===== src/rtl/dwrr_pkg.sv =====
package dwrr_pkg;
  // Width of the queue selector carried in the strobe bundle.
  parameter int unsigned SEL_W = 4;

  // Control-to-datapath strobes, one action per cycle on queue 'sel'.
  typedef struct packed {
    logic             turnStart;
    logic             charge;
    logic             clearPos;
    logic [SEL_W-1:0] sel;
  } credStrobe_t;
endpackage


===== src/rtl/dwrr_credit_dp.sv =====
module dwrr_credit_dp
  import dwrr_pkg::*;
#(
  parameter int unsigned NUM_WQ = 3,
  parameter int unsigned WGT_W  = 16,
  parameter int unsigned LEN_W  = 11,
  parameter int unsigned CRED_W = 18
) (
  input  logic                     clk,
  input  logic                     rstN,
  input  credStrobe_t              strb,
  input  logic [NUM_WQ*WGT_W-1:0]  weightFlat,
  input  logic                     legacyMode,
  input  logic [LEN_W-1:0]         chargeLen,
  output logic [NUM_WQ*CRED_W-1:0] creditFlat,
  output logic                     selPositive
);
  logic signed [CRED_W-1:0] lenExt;
  assign lenExt = signed'({{(CRED_W-LEN_W){1'b0}}, chargeLen});

  for (genvar gi = 0; gi < NUM_WQ; gi++) begin : g_cred
    logic signed [CRED_W-1:0] credQ;
    logic signed [CRED_W-1:0] wExt;
    logic                     hit;
    assign wExt = signed'({{(CRED_W-WGT_W){1'b0}}, weightFlat[gi*WGT_W +: WGT_W]});
    assign hit  = (strb.sel == SEL_W'(gi));

    always_ff @(posedge clk) begin
      if (!rstN) begin
        credQ <= '0;
      end else if (hit) begin
        if (strb.turnStart)     credQ <= legacyMode ? wExt : credQ + wExt;
        else if (strb.charge)   credQ <= credQ - lenExt;
        else if (strb.clearPos) credQ <= '0;
      end
    end

    assign creditFlat[gi*CRED_W +: CRED_W] = credQ;
  end

  always_comb begin
    logic signed [CRED_W-1:0] c;
    selPositive = 1'b0;
    for (int i = 0; i < NUM_WQ; i++) begin
      c = signed'(creditFlat[i*CRED_W +: CRED_W]);
      if (strb.sel == SEL_W'(i)) selPositive = (c > 0);
    end
  end
endmodule


===== src/rtl/dwrr_ctrl.sv =====
module dwrr_ctrl
  import dwrr_pkg::*;
#(
  parameter int unsigned NUM_WQ = 3,
  localparam int unsigned NUM_Q = NUM_WQ + 1,
  localparam int unsigned IDX_W = $clog2(NUM_Q)
) (
  input  logic             clk,
  input  logic             rstN,
  input  logic [NUM_Q-1:0] qNonEmpty,
  input  logic             selPositive,
  input  logic             frameDone,
  output credStrobe_t      strb,
  output logic             fire,
  output logic [IDX_W-1:0] fireIdx,
  output logic [NUM_Q-1:0] grant
);
  logic             busyQ;
  logic             activeQ;
  logic             activeNext;
  logic             advance;
  logic [IDX_W-1:0] ptrQ;
  logic [IDX_W-1:0] wIdx;
  logic             curNonEmpty;

  assign wIdx        = ptrQ + 1'b1;
  assign curNonEmpty = qNonEmpty[wIdx];

  always_comb begin
    strb       = '0;
    strb.sel   = SEL_W'(ptrQ);
    fire       = 1'b0;
    fireIdx    = '0;
    advance    = 1'b0;
    activeNext = activeQ;
    if (!busyQ) begin
      if (qNonEmpty[0]) begin
        fire = 1'b1;
      end else if (!activeQ) begin
        if (curNonEmpty) begin
          strb.turnStart = 1'b1;
          activeNext     = 1'b1;
        end else begin
          advance = 1'b1;
        end
      end else if (curNonEmpty && selPositive) begin
        strb.charge = 1'b1;
        fire        = 1'b1;
        fireIdx     = wIdx;
      end else begin
        strb.clearPos = !curNonEmpty && selPositive;
        activeNext    = 1'b0;
        advance       = 1'b1;
      end
    end
  end

  always_ff @(posedge clk) begin
    if (!rstN) begin
      busyQ   <= 1'b0;
      activeQ <= 1'b0;
      ptrQ    <= '0;
      grant   <= '0;
    end else begin
      activeQ <= activeNext;
      if (advance) ptrQ <= (ptrQ == IDX_W'(NUM_WQ-1)) ? '0 : ptrQ + 1'b1;
      if (fire) begin
        busyQ <= 1'b1;
        grant <= NUM_Q'(1) << fireIdx;
      end else if (busyQ && frameDone) begin
        busyQ <= 1'b0;
        grant <= '0;
      end
    end
  end
endmodule


===== src/rtl/dwrr_sched.sv =====
module dwrr_sched
  import dwrr_pkg::*;
#(
  parameter int unsigned NUM_WQ = 3,
  parameter int unsigned LEN_W  = 11,
  parameter int unsigned WGT_W  = 16,
  parameter int unsigned CRED_W = 18,
  localparam int unsigned NUM_Q = NUM_WQ + 1,
  localparam int unsigned IDX_W = $clog2(NUM_Q)
) (
  input  logic                    clk,
  input  logic                    rstN,
  input  logic [NUM_Q-1:0]        qNonEmpty,
  input  logic [NUM_Q*LEN_W-1:0]  headLenFlat,
  input  logic [NUM_WQ*WGT_W-1:0] weightFlat,
  input  logic                    legacyMode,
  input  logic                    frameDone,
  output logic [NUM_Q-1:0]        grant,
  output logic [LEN_W-1:0]        grantLen
);
  credStrobe_t               strb;
  logic                      fire;
  logic [IDX_W-1:0]          fireIdx;
  logic                      selPositive;
  logic [LEN_W-1:0]          chargeLen;
  logic [NUM_WQ*CRED_W-1:0]  creditFlat;

  assign chargeLen = headLenFlat[fireIdx*LEN_W +: LEN_W];

  dwrr_ctrl #(.NUM_WQ(NUM_WQ)) u_ctrl (
    .clk(clk), .rstN(rstN), .qNonEmpty(qNonEmpty), .selPositive(selPositive),
    .frameDone(frameDone), .strb(strb), .fire(fire), .fireIdx(fireIdx), .grant(grant)
  );

  dwrr_credit_dp #(.NUM_WQ(NUM_WQ), .WGT_W(WGT_W), .LEN_W(LEN_W), .CRED_W(CRED_W)) u_dp (
    .clk(clk), .rstN(rstN), .strb(strb), .weightFlat(weightFlat), .legacyMode(legacyMode),
    .chargeLen(chargeLen), .creditFlat(creditFlat), .selPositive(selPositive)
  );

  always_ff @(posedge clk) begin
    if (!rstN)     grantLen <= '0;
    else if (fire) grantLen <= chargeLen;
  end
endmodule


===== config.mk =====
export PLATFORM = sky130hd
export DESIGN_NAME = dwrr_sched
export DESIGN_NICKNAME = d
export VERILOG_FILES = /design/src/rtl/dwrr_pkg.sv /design/src/rtl/dwrr_credit_dp.sv /design/src/rtl/dwrr_ctrl.sv /design/src/rtl/dwrr_sched.sv
export SDC_FILE = /design/constraint.sdc
export NUM_CORES = 1
export LEC_CHECK = 0
export ABC_AREA = 1
export BUFFER_PORTS_ARGS = -buffer_cell sky130_fd_sc_hd__buf_2
export CORE_MARGIN = 2
export CORE_UTILIZATION = 60
export DETAILED_ROUTE_END_ITERATION = 7
export HOLD_SLACK_MARGIN = 0.12
export PLACE_DENSITY = 0.85
export SYNTH_ARGS = -nofsm -noshare
export SYNTH_HDL_FRONTEND = slang
export SYNTH_SLANG_ARGS = --single-unit

===== constraint.sdc =====
create_clock -name clk -period 8.96 [get_ports clk]
set_input_delay 1.792 -clock clk [delete_from_list [all_inputs] [get_ports clk]]
set_output_delay 1.792 -clock clk [all_outputs]
set_load 0.05 [all_outputs]

==> results of run 1 <==
## worst max-delay path: stages
cell and delay (ns):
buf_2 0.09, inv_1 0.05, o21ai_1 0.11, a21oi_1 0.13, nor2_4 0.14, nand3_2 0.12, nor2_4 0.74, nand2_2 0.12
nor2_1 0.56, a221oi_1 0.44, ha_1 0.44, a21oi_1 0.28, nand2_1 0.12, nor3_1 0.30, and3_1 0.23, nand2_1 0.06
nand2_1 0.05, nand3_1 0.06, a21oi_1 0.16
## sequential cells by signal, summed over array words and instances, names as in the netlist
name	count
u_ctrl.busyQ	1
u_dp.g_cred.credQ	54
u_ctrl.ptrQ	2
u_ctrl.grant	4
u_ctrl.activeQ	1
grantLen	11
## cell type report
| type | count | area share (%) |
|---|---|---|
| inverter | 124 | 5.06 |
| clock buffer | 10 | 2.49 |
| timing repair buffer | 124 | 7.02 |
| multi-input combinational | 1098 | 66.7 |
| sequential | 73 | 15.9 |
| tap | 176 | 2.39 |
| clock inverter | 6 | 0.462 |
## placed cells by master, fill, tap and decap left out, types with 3 or more instances in the layout
master / n
nand4_1: 9
a22o_1: 6
nor2_1: 126
and3_1: 3
a31oi_1: 26
ha_1: 81
xnor2_1: 11
o21ai_0: 135
o21ai_1: 7
dfxtp_1: 73
clkbuf_16: 9
inv_1: 118
a21boi_0: 4
o22ai_1: 3
nor2_4: 3
nand3_1: 99
buf_4: 10
a21oi_1: 170
a211oi_1: 5
nand3b_1: 7
nand2_2: 13
or2_2: 3
nor3_1: 17
nand2_1: 291
buf_2: 114
o21a_1: 4
o211ai_1: 8
a221oi_1: 13
fa_1: 6
inv_2: 5
xor2_1: 28
## per-stage QoR
stage	std cells	hold slack, ns	worst slack [ns]	util [%]
floorplan	1335	0.474	4.24	-
detailed placement	1595	0.451	2.96	67.1
global route	1611	0.484	2.76	69.2
CTS	1611	0.460	3.32	69.2
global placement	1595	0.448	3.24	67.1
finish	1611	0.463	3.23	69.2
## routing by layer
| layer | part of all wire, % | wire, microns | vias up |
|---|---|---|---|
| li1 | - | - | 4803 |
| met1 | 43 | 11200 | 4361 |
| met2 | 45 | 11600 | 466 |
| met3 | 9.5 | 2450 | 50 |
| met4 | 2.4 | 616 | 0 |
| met5 | 0 | 0 | - |
## power groups by stage
stage | logic, mW | registers, mW | clock network (mW)
2_1_floorplan | 0.661 | 0.442 | 0
3_3_place_gp | 0.877 | 0.437 | 0
3_5_place_dp | 0.894 | 0.437 | 0
4_1_cts | 0.900 | 0.430 | 0.349
5_1_grt | 1.03 | 0.437 | 0.363
6_report | 0.917 | 0.433 | 0.350
## cells by family (layout without fill, tap and decap cells)
family | after synthesis | after routing | share of synthesized area [%]
AO/OA/AOI/OAI | 391 | 391 | 26.2
XOR/XNOR | 39 | 39 | 4.16
adder cells (fa/ha/maj) | 87 | 87 | 13.8
buffers and inverters | 164 | 264 | 7.54
flip-flops | 73 | 73 | 17.8
AND/OR/NAND/NOR | 581 | 581 | 30.5
## worst max path at each step
stage | start | endpoint | slack [ns] | cells past startpoint
floorplan | qNonEmpty[0] | u_dp.g_cred[0].credQ[16]$_SDFFE_PN0P_ | 4.24 | 23
global placement | qNonEmpty[0] | u_dp.g_cred[0].credQ[12]$_SDFFE_PN0P_ | 3.24 | 23
detailed placement | qNonEmpty[0] | u_dp.g_cred[0].credQ[17]$_SDFFE_PN0P_ | 2.96 | 19
CTS | qNonEmpty[0] | u_dp.g_cred[0].credQ[17]$_SDFFE_PN0P_ | 3.32 | 19
global route | qNonEmpty[0] | u_dp.g_cred[0].credQ[17]$_SDFFE_PN0P_ | 2.76 | 19
finish | qNonEmpty[0] | u_dp.g_cred[0].credQ[17]$_SDFFE_PN0P_ | 3.23 | 19
==> results.cfg, run 1 <==
[run_status]
status = finished, final reports clean

[drt]
vias = 9680
drt_iter0_drc = 875
drcViolationCount = 0
drtAntennaViolNets = 0
dr.pass1.iters = 5
viasPerCell = 6.01
wl_microns = 25900
wl_per_cell_microns = 16.1

[cts]
ctsResizeCount = 0
hold_buffers = 0
clock_latency_ns = 0.36
cts_buffer_depth = 2
clkSinkCount = 73
cts_tree = yes
cts_buffers = 9
clk_pin_slew_ns = 0.06
htreeDepth = 3
postCtsSetupBuffers = 0
cts_root_buf = clkbuf_16

[synth]
post-synth-top-count-cell = nand2_1
synth_top_area_cell = dfxtp_1
synth-edff-count = 0
syn-num-nets = 1522
postSynthAreaPerCell_sq_um = 6.15
synth_cell_types = 46
syn_area_sq_mm = 0.00821
synthArstFlopShare_pct = 0
synth_top_area_share_pct = 17.8
ys_seq_elements = 73
synth-seq-area-share_pct = 17.8
yosys_warnings = 0
synth.area.top_cells = dfxtp_1 18%, nand2_1 13%, ha_1 12%, a21oi_1 10%, o21ai_0 8.2%
synth.top_cells.by_count = 291 x nand2_1, 170 x a21oi_1, 135 x o21ai_0
synth_ff_type = dfxtp_1
synthCells = 1335

[sta]
hold_viol_final = 0
fmax_ghz = 0.175
setup_viol_count_final = 0
tightest_slew_ns = 1.20
skew_ns = 0.00836
report.final.slew_viol_count = 0
fin_tns_setup_ns = 0
grt_setup_unrepaired = false
slew_headroom_pct = 20.1
fin_crit_sh_pct = 63.9
finalCriticalPeriod_ns = 5.73

[worst_setup_path]
cp_max_fo = 36
r2r_slack_ns = 3.77
crit_type = primary input to flop
r2r-start = u_ctrl.ptrQ[0]$_SDFFE_PN0P_
cp-start-kind = primary input
reg2reg_to = u_dp.g_cred[0].credQ[17]$_SDFFE_PN0P_
endpoint_kind = flop
cp.arrival_ns = 6.01
worstRegToRegCells = 20
critical_path_required_ns = 9.25

[finish]
regArea_sq_mm = 0.00146
filler_cell_count = 1234
nets = 1617
antennaDiodeCount = 0
postLayoutCellArea_sq_mm = 0.00920
syn_to_final_growth_pct = 12.0
multiInputGateArea_sq_mm = 0.00613
drive_gt1_share_pct = 11.8

[power_and_ir_drop]
finalPower_mw = 1.70
swShare_pct = 48.5
intPower_uw = 876
clockPowerShare_pct = 20.6
p_leak_nw = 4.53
ir_worst_vdd_uv = 154
netSwitchingPower_uw = 825
powerDensity_mw_per_mm2 = 185
power_frac_seq_pct = 25.5
p_comb_share_pct = 53.9

[global_route]
grt_use_met1_pct = 46.9
grt_util_all_layers_pct = 35.0
grt_pass1_vias = 8593
globalRoute.busiestLayer = met2
grt-ovfl-total = 0
met3_usage_pct = 6.02
use_met2_pct = 56.8
antenna_found_initial = 0
grt_pass1_wl_microns = 41200
grt_start_max_net_pins = 65

[hold_path]
hp-start = u_ctrl.grant[0]$_SDFFE_PN0P_
hold_path.class = flop to flop
holdPathEnd = u_ctrl.grant[0]$_SDFFE_PN0P_
hold-path-cell-count = 2

[floorplan]
start_util_pct = 61.8
fp.dieW_microns = 121
die_area_sq_mm = 0.0146
dieHeight_microns = 121
num_io_pins = 115
coreArea_sq_mm = 0.0133
fp-row-count = 42

[place]
gp_congestion = 0.974
placed_area_sq_mm = 0.00893
dp_hpwl_microns = 19000
io_buffer_count = 114

[flow_run]
max-cap-violations = 0
No activity file was read; power rests on OpenSTA's default activity.
==> run 2, diff against run 1 <==
--- a/config.mk
+++ b/config.mk
@@ -5,13 +5,13 @@
 export SDC_FILE = /design/constraint.sdc
 export NUM_CORES = 1
 export LEC_CHECK = 0
-export ABC_AREA = 1
+export ABC_AREA = 0
 export BUFFER_PORTS_ARGS = -buffer_cell sky130_fd_sc_hd__buf_2
 export CORE_MARGIN = 2
-export CORE_UTILIZATION = 60
+export CORE_UTILIZATION = 54
 export DETAILED_ROUTE_END_ITERATION = 7
 export HOLD_SLACK_MARGIN = 0.12
-export PLACE_DENSITY = 0.85
+export PLACE_DENSITY = 0.81
 export SYNTH_ARGS = -nofsm -noshare
 export SYNTH_HDL_FRONTEND = slang
 export SYNTH_SLANG_ARGS = --single-unit
==> constraint.sdc (replaced) <==
create_clock -name clk -period 4.7 [get_ports clk]
set_input_delay 0.94 -clock clk [delete_from_list [all_inputs] [get_ports clk]]
set_output_delay 0.94 -clock clk [all_outputs]
set_load 0.05 [all_outputs]
==> results.cfg, run 2 <==
[synth]
synth.top_cells.by_count = 109 x o21ai_0, 108 x a21oi_1, 99 x nand2_1
syn_area_sq_mm = 0.00847
post-synth-top-count-cell = o21ai_0
synth.area.top_cells = dfxtp_1 17%, ha_1 12%, o21ai_0 6.4%, a21oi_1 6.4%, nand2_1 4.4%
synthArstFlopShare_pct = 0
yosys_warnings = 0
ys_seq_elements = 73
synth-edff-count = 0
synthCells = 1167
synth_cell_types = 77
synth_top_area_cell = dfxtp_1
synth_top_area_share_pct = 17.3
synth_ff_type = dfxtp_1
syn-num-nets = 1354
postSynthAreaPerCell_sq_um = 7.25
synth-seq-area-share_pct = 17.3

[place]
gp_congestion = 0.960
pre_cts_slack_ns = -0.182
placed_area_sq_mm = 0.00934
io_buffer_count = 114
dp_hpwl_microns = 19800
dp_cells = 1465

[power_and_ir_drop]
netSwitchingPower_mw = 1.01
p_leak_nw = 4.31
intPower_mw = 1.48
powerDensity_mw_per_mm2 = 256
p_comb_share_pct = 42.8
swShare_pct = 40.4
clockPowerShare_pct = 29.3
ir_worst_vdd_uv = 181
power_frac_seq_pct = 27.9

[floorplan]
dieHeight_microns = 129
die_area_sq_mm = 0.0167
start_util_pct = 55.5
num_io_pins = 115
coreArea_sq_mm = 0.0153
fp-row-count = 45
fp.dieW_microns = 129

[drt]
vias = 9340
wl_microns = 26400
dr.pass1.iters = 5
drcViolationCount = 0
wl_per_cell_microns = 17.8
drt_iter0_drc = 923
drtAntennaViolNets = 0
viasPerCell = 6.29

[finish]
largest_reg_flops = 54
syn_to_final_growth_pct = 14.9
postLayoutCellArea_sq_mm = 0.00973
final_common_cell = buf_2
antennaDiodeCount = 0
nets = 1455
top_register = u_dp.g_cred.credQ
drive_gt1_share_pct = 15.6
final_cell_mix = 114 x buf_2, 107 x a21oi_1, 103 x o21ai_0
biggestRegsByFlops = u_dp.g_cred.credQ (54), grantLen (11), u_ctrl.grant (4)
filler_cell_count = 1371
fin_cells = 1484

[cts]
cts_root_buf = clkbuf_16
clock_latency_ns = 0.34
cts_tree = yes
clk_pin_slew_ns = 0.07
htreeDepth = 3
cts_buffer_depth = 2
clkSinkCount = 73
hold_buffers = 0
cts_buffers = 9

[global_route]
grt_util_all_layers_pct = 31.2
grt_pass1_wl_microns = 42300
grt_start_max_net_pins = 50
grt_pass1_vias = 8772
antenna_found_initial = 0
grt-ovfl-total = 0

[worst_setup_path]
crit_start = u_dp.g_cred[0].credQ[12]$_SDFFE_PN0P_
endpoint_kind = flop
r2r-start = u_dp.g_cred[0].credQ[12]$_SDFFE_PN0P_
cp_max_fo = 19
critical_path_required_ns = 4.91
cp-start-kind = flop
cp.arrival_ns = 4.71
crit_type = flop to flop

[sta]
slew_headroom_pct = 42.8
hold_viol_final = 0
finalCriticalPeriod_ns = 4.51
fmax_ghz = 0.222
timing.final.ws_setup_ns = 0.194
skew_ns = 0.00828
setup_viol_count_final = 0
report.final.slew_viol_count = 0
fin_crit_sh_pct = 95.9
tightest_slew_ns = 0.858
grt_setup_unrepaired = false
worst_hold_slack_ns = 0.451

[hold_path]
hold_path.class = flop to flop
hp-start = grantLen[5]$_SDFFE_PN0P_

[flow_run]
max-cap-violations = 0

[run_status]
status = finished, final reports clean
## run 2: changes by cell type after synthesis, moves of 16 or more
cell      previous run  this run
nand2b_1             0        19
or3_1                0        27
inv_1              118        43
nand2_1            291        99
nor2b_1              0        16
nor3_1              17        47
nand3_1             99        32
a21oi_1            170       108
a21o_1               1        27
clkbuf_1            31        57
mux2i_1              0        26
o21ai_0            135       109
nor2_1             127        92
## run 2: worst paths after layout
path | endpoint | slack (ns) | cells after the start
worst max-delay path | u_dp.g_cred[0].credQ[12]$_SDFFE_PN0P_ | 0.19 | 14
worst min-delay path | grantLen[5]$_SDFFE_PN0P_ | 0.45 | 2
worst max register to register | u_dp.g_cred[0].credQ[12]$_SDFFE_PN0P_ | 0.19 | 14
worst min register to register | grantLen[5]$_SDFFE_PN0P_ | 0.45 | 2
## run 2: repair_timing
item	CTS	global route
endpoints found under the setup margin	11	18
pin swaps	0	2
resized for setup	2	12
buffers inserted	0	3
## run 2: area by class of cell
type	count	area, sq um	share of cell area, %
Multi-Input combinational cell	991	6690	68.8
Sequential cell	73	1460	15.0
Timing Repair Buffer	150	841	8.65
Tap cell	211	264	2.71
Clock buffer	9	225	2.32
Inverter	43	161	1.66
Clock inverter	7	85.1	0.875
## run 2: critical path, cell delays in order (launching register included)
cell       delay [ns]
dfxtp_1          0.35
or3_4            0.40
or4_4            0.44
o21a_1           0.30
o31a_4           0.41
o211ai_1         0.15
o21ai_2          0.14
ha_1             0.33
a21o_1           0.21
or3_1            0.29
or4_1            0.47
and2_4           0.20
a2111oi_4        0.35
mux2i_1          0.23
a21oi_1          0.08
## run 2: cell families after synthesis
group,share of synthesized area (%)
flip-flops,17.3
multiplexers,3.61
AO/OA/AOI/OAI,31.7
XOR/XNOR,5.28
AND/OR/NAND/NOR,23.5
adder cells (fa/ha/maj),14.0
buffers and inverters,4.61
## run 2: routing by layer
layer,GRT usage [%],up-vias,part of all wire (%)
li1,-,4583,-
met1,42.5,4275,45
met2,51.5,428,45
met3,4.00,54,8.3
met4,9.85,0,2.2
met5,0,-,0
## run 2: power groups by stage
stage | Combinational, mW | Sequential, mW | Clock (mW)
after floorplan | 0.722 | 0.726 | 0
after global placement | 1.01 | 0.706 | 0
after detailed placement | 1.02 | 0.707 | 0
after CTS | 1.03 | 0.693 | 0.733
after global routing | 1.16 | 0.699 | 0.757
final | 1.06 | 0.695 | 0.729
## run 2: stage by stage
step                      utilization [%]  power [mW]  setup TNS (ns)
after floorplan                         -        1.45         -0.0700
after global placement               61.2        1.72          -0.132
after detailed placement             61.2        1.73          -0.762
after CTS                            63.2        2.46               0
after global routing                 63.7        2.61               0
final                                63.7        2.49               0
==> run 3, diff against run 2 <==
--- a/config.mk
+++ b/config.mk
@@ -7,8 +7,10 @@
 export LEC_CHECK = 0
 export ABC_AREA = 0
 export BUFFER_PORTS_ARGS = -buffer_cell sky130_fd_sc_hd__buf_2
+export CORE_ASPECT_RATIO = 0.5
 export CORE_MARGIN = 2
 export CORE_UTILIZATION = 54
+export CTS_CLUSTER_DIAMETER = 60
 export DETAILED_ROUTE_END_ITERATION = 7
 export HOLD_SLACK_MARGIN = 0.12
 export PLACE_DENSITY = 0.81
==> results.cfg, run 3 (synthesis results as in run 2) <==
[worst_setup_path]
critical_path_required_ns = 4.93
crit_start = u_dp.g_cred[0].credQ[12]$_SDFFE_PN0P_
cp-start-kind = flop
worstRegToRegCells = 14
r2r-start = u_dp.g_cred[0].credQ[12]$_SDFFE_PN0P_
reg2reg_to = u_dp.g_cred[0].credQ[17]$_SDFFE_PN0P_
cp.arrival_ns = 4.75
slowest_stage = or3b_2
r2r_slack_ns = 0.18
cp_max_fo = 39
crit_top_cell = a21oi_1
worstPathCellList = or3_4 -> or4_4 -> o21a_2 -> o31a_2 -> buf_12 -> o21ai_1 -> ha_2 -> a21o_1 -> a21oi_1 -> a21oi_1 -> or3b_2 -> o21ai_0 -> o211ai_1 -> a32o_1
cpPeakStageDelay_ns = 0.57
crit_type = flop to flop
endpoint_kind = flop

[place]
gp_congestion = 1.01
dp_hpwl_microns = 21500
io_buffer_count = 114

[cts]
cts_buffers = 9
htreeDepth = 3
hold_buffers = 0
clkSinkCount = 73
cts_root_buf = clkbuf_16
postCtsSetupBuffers = 0
cts_tree = yes
clk_pin_slew_ns = 0.07
cts_buffer_depth = 2
clock_latency_ns = 0.34
ctsResizeCount = 0

[drt]
dr.pass1.iters = 7
drcViolationCount = 0
vias = 9592
drt_iter0_drc = 858
viasPerCell = 6.49
drtAntennaViolNets = 0
wl_per_cell_microns = 19.0
wl_microns = 28100

[floorplan]
coreArea_sq_mm = 0.0154
die_area_sq_mm = 0.0168
start_util_pct = 55.1
fp.dieW_microns = 181
dieHeight_microns = 92.5
num_io_pins = 115
fp-row-count = 32

[finish]
biggestRegsByFlops = u_dp.g_cred.credQ (54), grantLen (11), u_ctrl.grant (4)
final_cell_mix = 114 x buf_2, 107 x a21oi_1, 102 x o21ai_0
drive_gt1_share_pct = 15.7
antennaDiodeCount = 0
syn_to_final_growth_pct = 14.7
nets = 1456
final_common_cell = buf_2
top_register = u_dp.g_cred.credQ
largest_reg_flops = 54
filler_cell_count = 1382

[hold_path]
hp-start = grantLen[9]$_SDFFE_PN0P_
hold_path.class = flop to flop
hold-path-cell-count = 2
holdPathEnd = grantLen[9]$_SDFFE_PN0P_

[sta]
skew_ns = 0.0108
finalCriticalPeriod_ns = 4.52
fin_tns_setup_ns = 0
hold_viol_final = 0
fmax_ghz = 0.221
setup_viol_count_final = 0
slew_headroom_pct = 29.8
fin_crit_sh_pct = 96.1
report.final.slew_viol_count = 0
tightest_slew_ns = 1.05
grt_setup_unrepaired = false

[power_and_ir_drop]
ir_worst_vdd_uv = 197
p_leak_nw = 4.31
powerDensity_mw_per_mm2 = 257
finalPower_mw = 2.50

[global_route]
grt_pass1_wl_microns = 45100
grt_util_all_layers_pct = 33.4
grt_start_max_net_pins = 85
grt-ovfl-total = 0
antenna_found_initial = 0
grt_pass1_vias = 8971

[flow_run]
max-cap-violations = 0

[run_status]
status = finished, final reports clean
## run 3: through the flow
step                      util (%)  hold WS, ns  worst slack [ns]  instances  cell area (sq um)
final                         63.2        0.453             0.184       1478               9710
after global routing          63.2        0.484            0.0116       1478               9710
after CTS                     63.0        0.456          0.000497       1478               9680
after detailed placement      61.0        0.447          -0.00348       1462               9390
after global placement        61.0        0.445            0.0747       1462               9390
after floorplan                  -        0.480           -0.0700       1167               8510
## run 3: layer usage
| layer | share of wire, % | up-vias | global-route usage (%) |
|---|---|---|---|
| met2 | 41 | 491 | 51.5 |
| met1 | 45 | 4424 | 45.3 |
| li1 | - | 4582 | - |
| met4 | 3.2 | 0 | 13.4 |
| met5 | 0 | - | 0 |
| met3 | 10 | 95 | 7.67 |
## run 3: power by group
part	total, mW	internal (mW)	switching (mW)	leakage (nW)
clock	0.716	0.411	0.305	0.142
combinational	1.09	0.414	0.672	3.58
sequential	0.695	0.654	0.0411	0.592
total	2.50	1.48	1.02	4.31
## run 3: final cells by class
cell class                      instances  area, sq um  area share (%)
Multi-Input combinational cell        991         6660            68.6
Sequential cell                        73         1460            15.1
Timing Repair Buffer                  151          873            8.99
Tap cell                              204          255            2.63
Clock buffer                            9          225            2.32
Inverter                               43          161            1.66
Clock inverter                          7         68.8           0.709
## run 3: worst max-delay path by stage
stage                                                        to  slack [ns]
after floorplan           u_dp.g_cred[0].credQ[12]$_SDFFE_PN0P_       -0.07
after global placement    u_dp.g_cred[0].credQ[12]$_SDFFE_PN0P_        0.07
after detailed placement  u_dp.g_cred[2].credQ[10]$_SDFFE_PN0P_      -0.003
after CTS                 u_dp.g_cred[0].credQ[12]$_SDFFE_PN0P_      0.0005
after global routing      u_dp.g_cred[0].credQ[17]$_SDFFE_PN0P_        0.01
final                     u_dp.g_cred[0].credQ[17]$_SDFFE_PN0P_        0.18
## run 3: worst max-delay path: cells and delay by family (launching register included)
kind            cells  cell delay (ns)
compound gates      9             2.06
simple gates        3             1.43
flops               1             0.35
fa+ha+maj           1             0.34
buf+inv             1             0.21
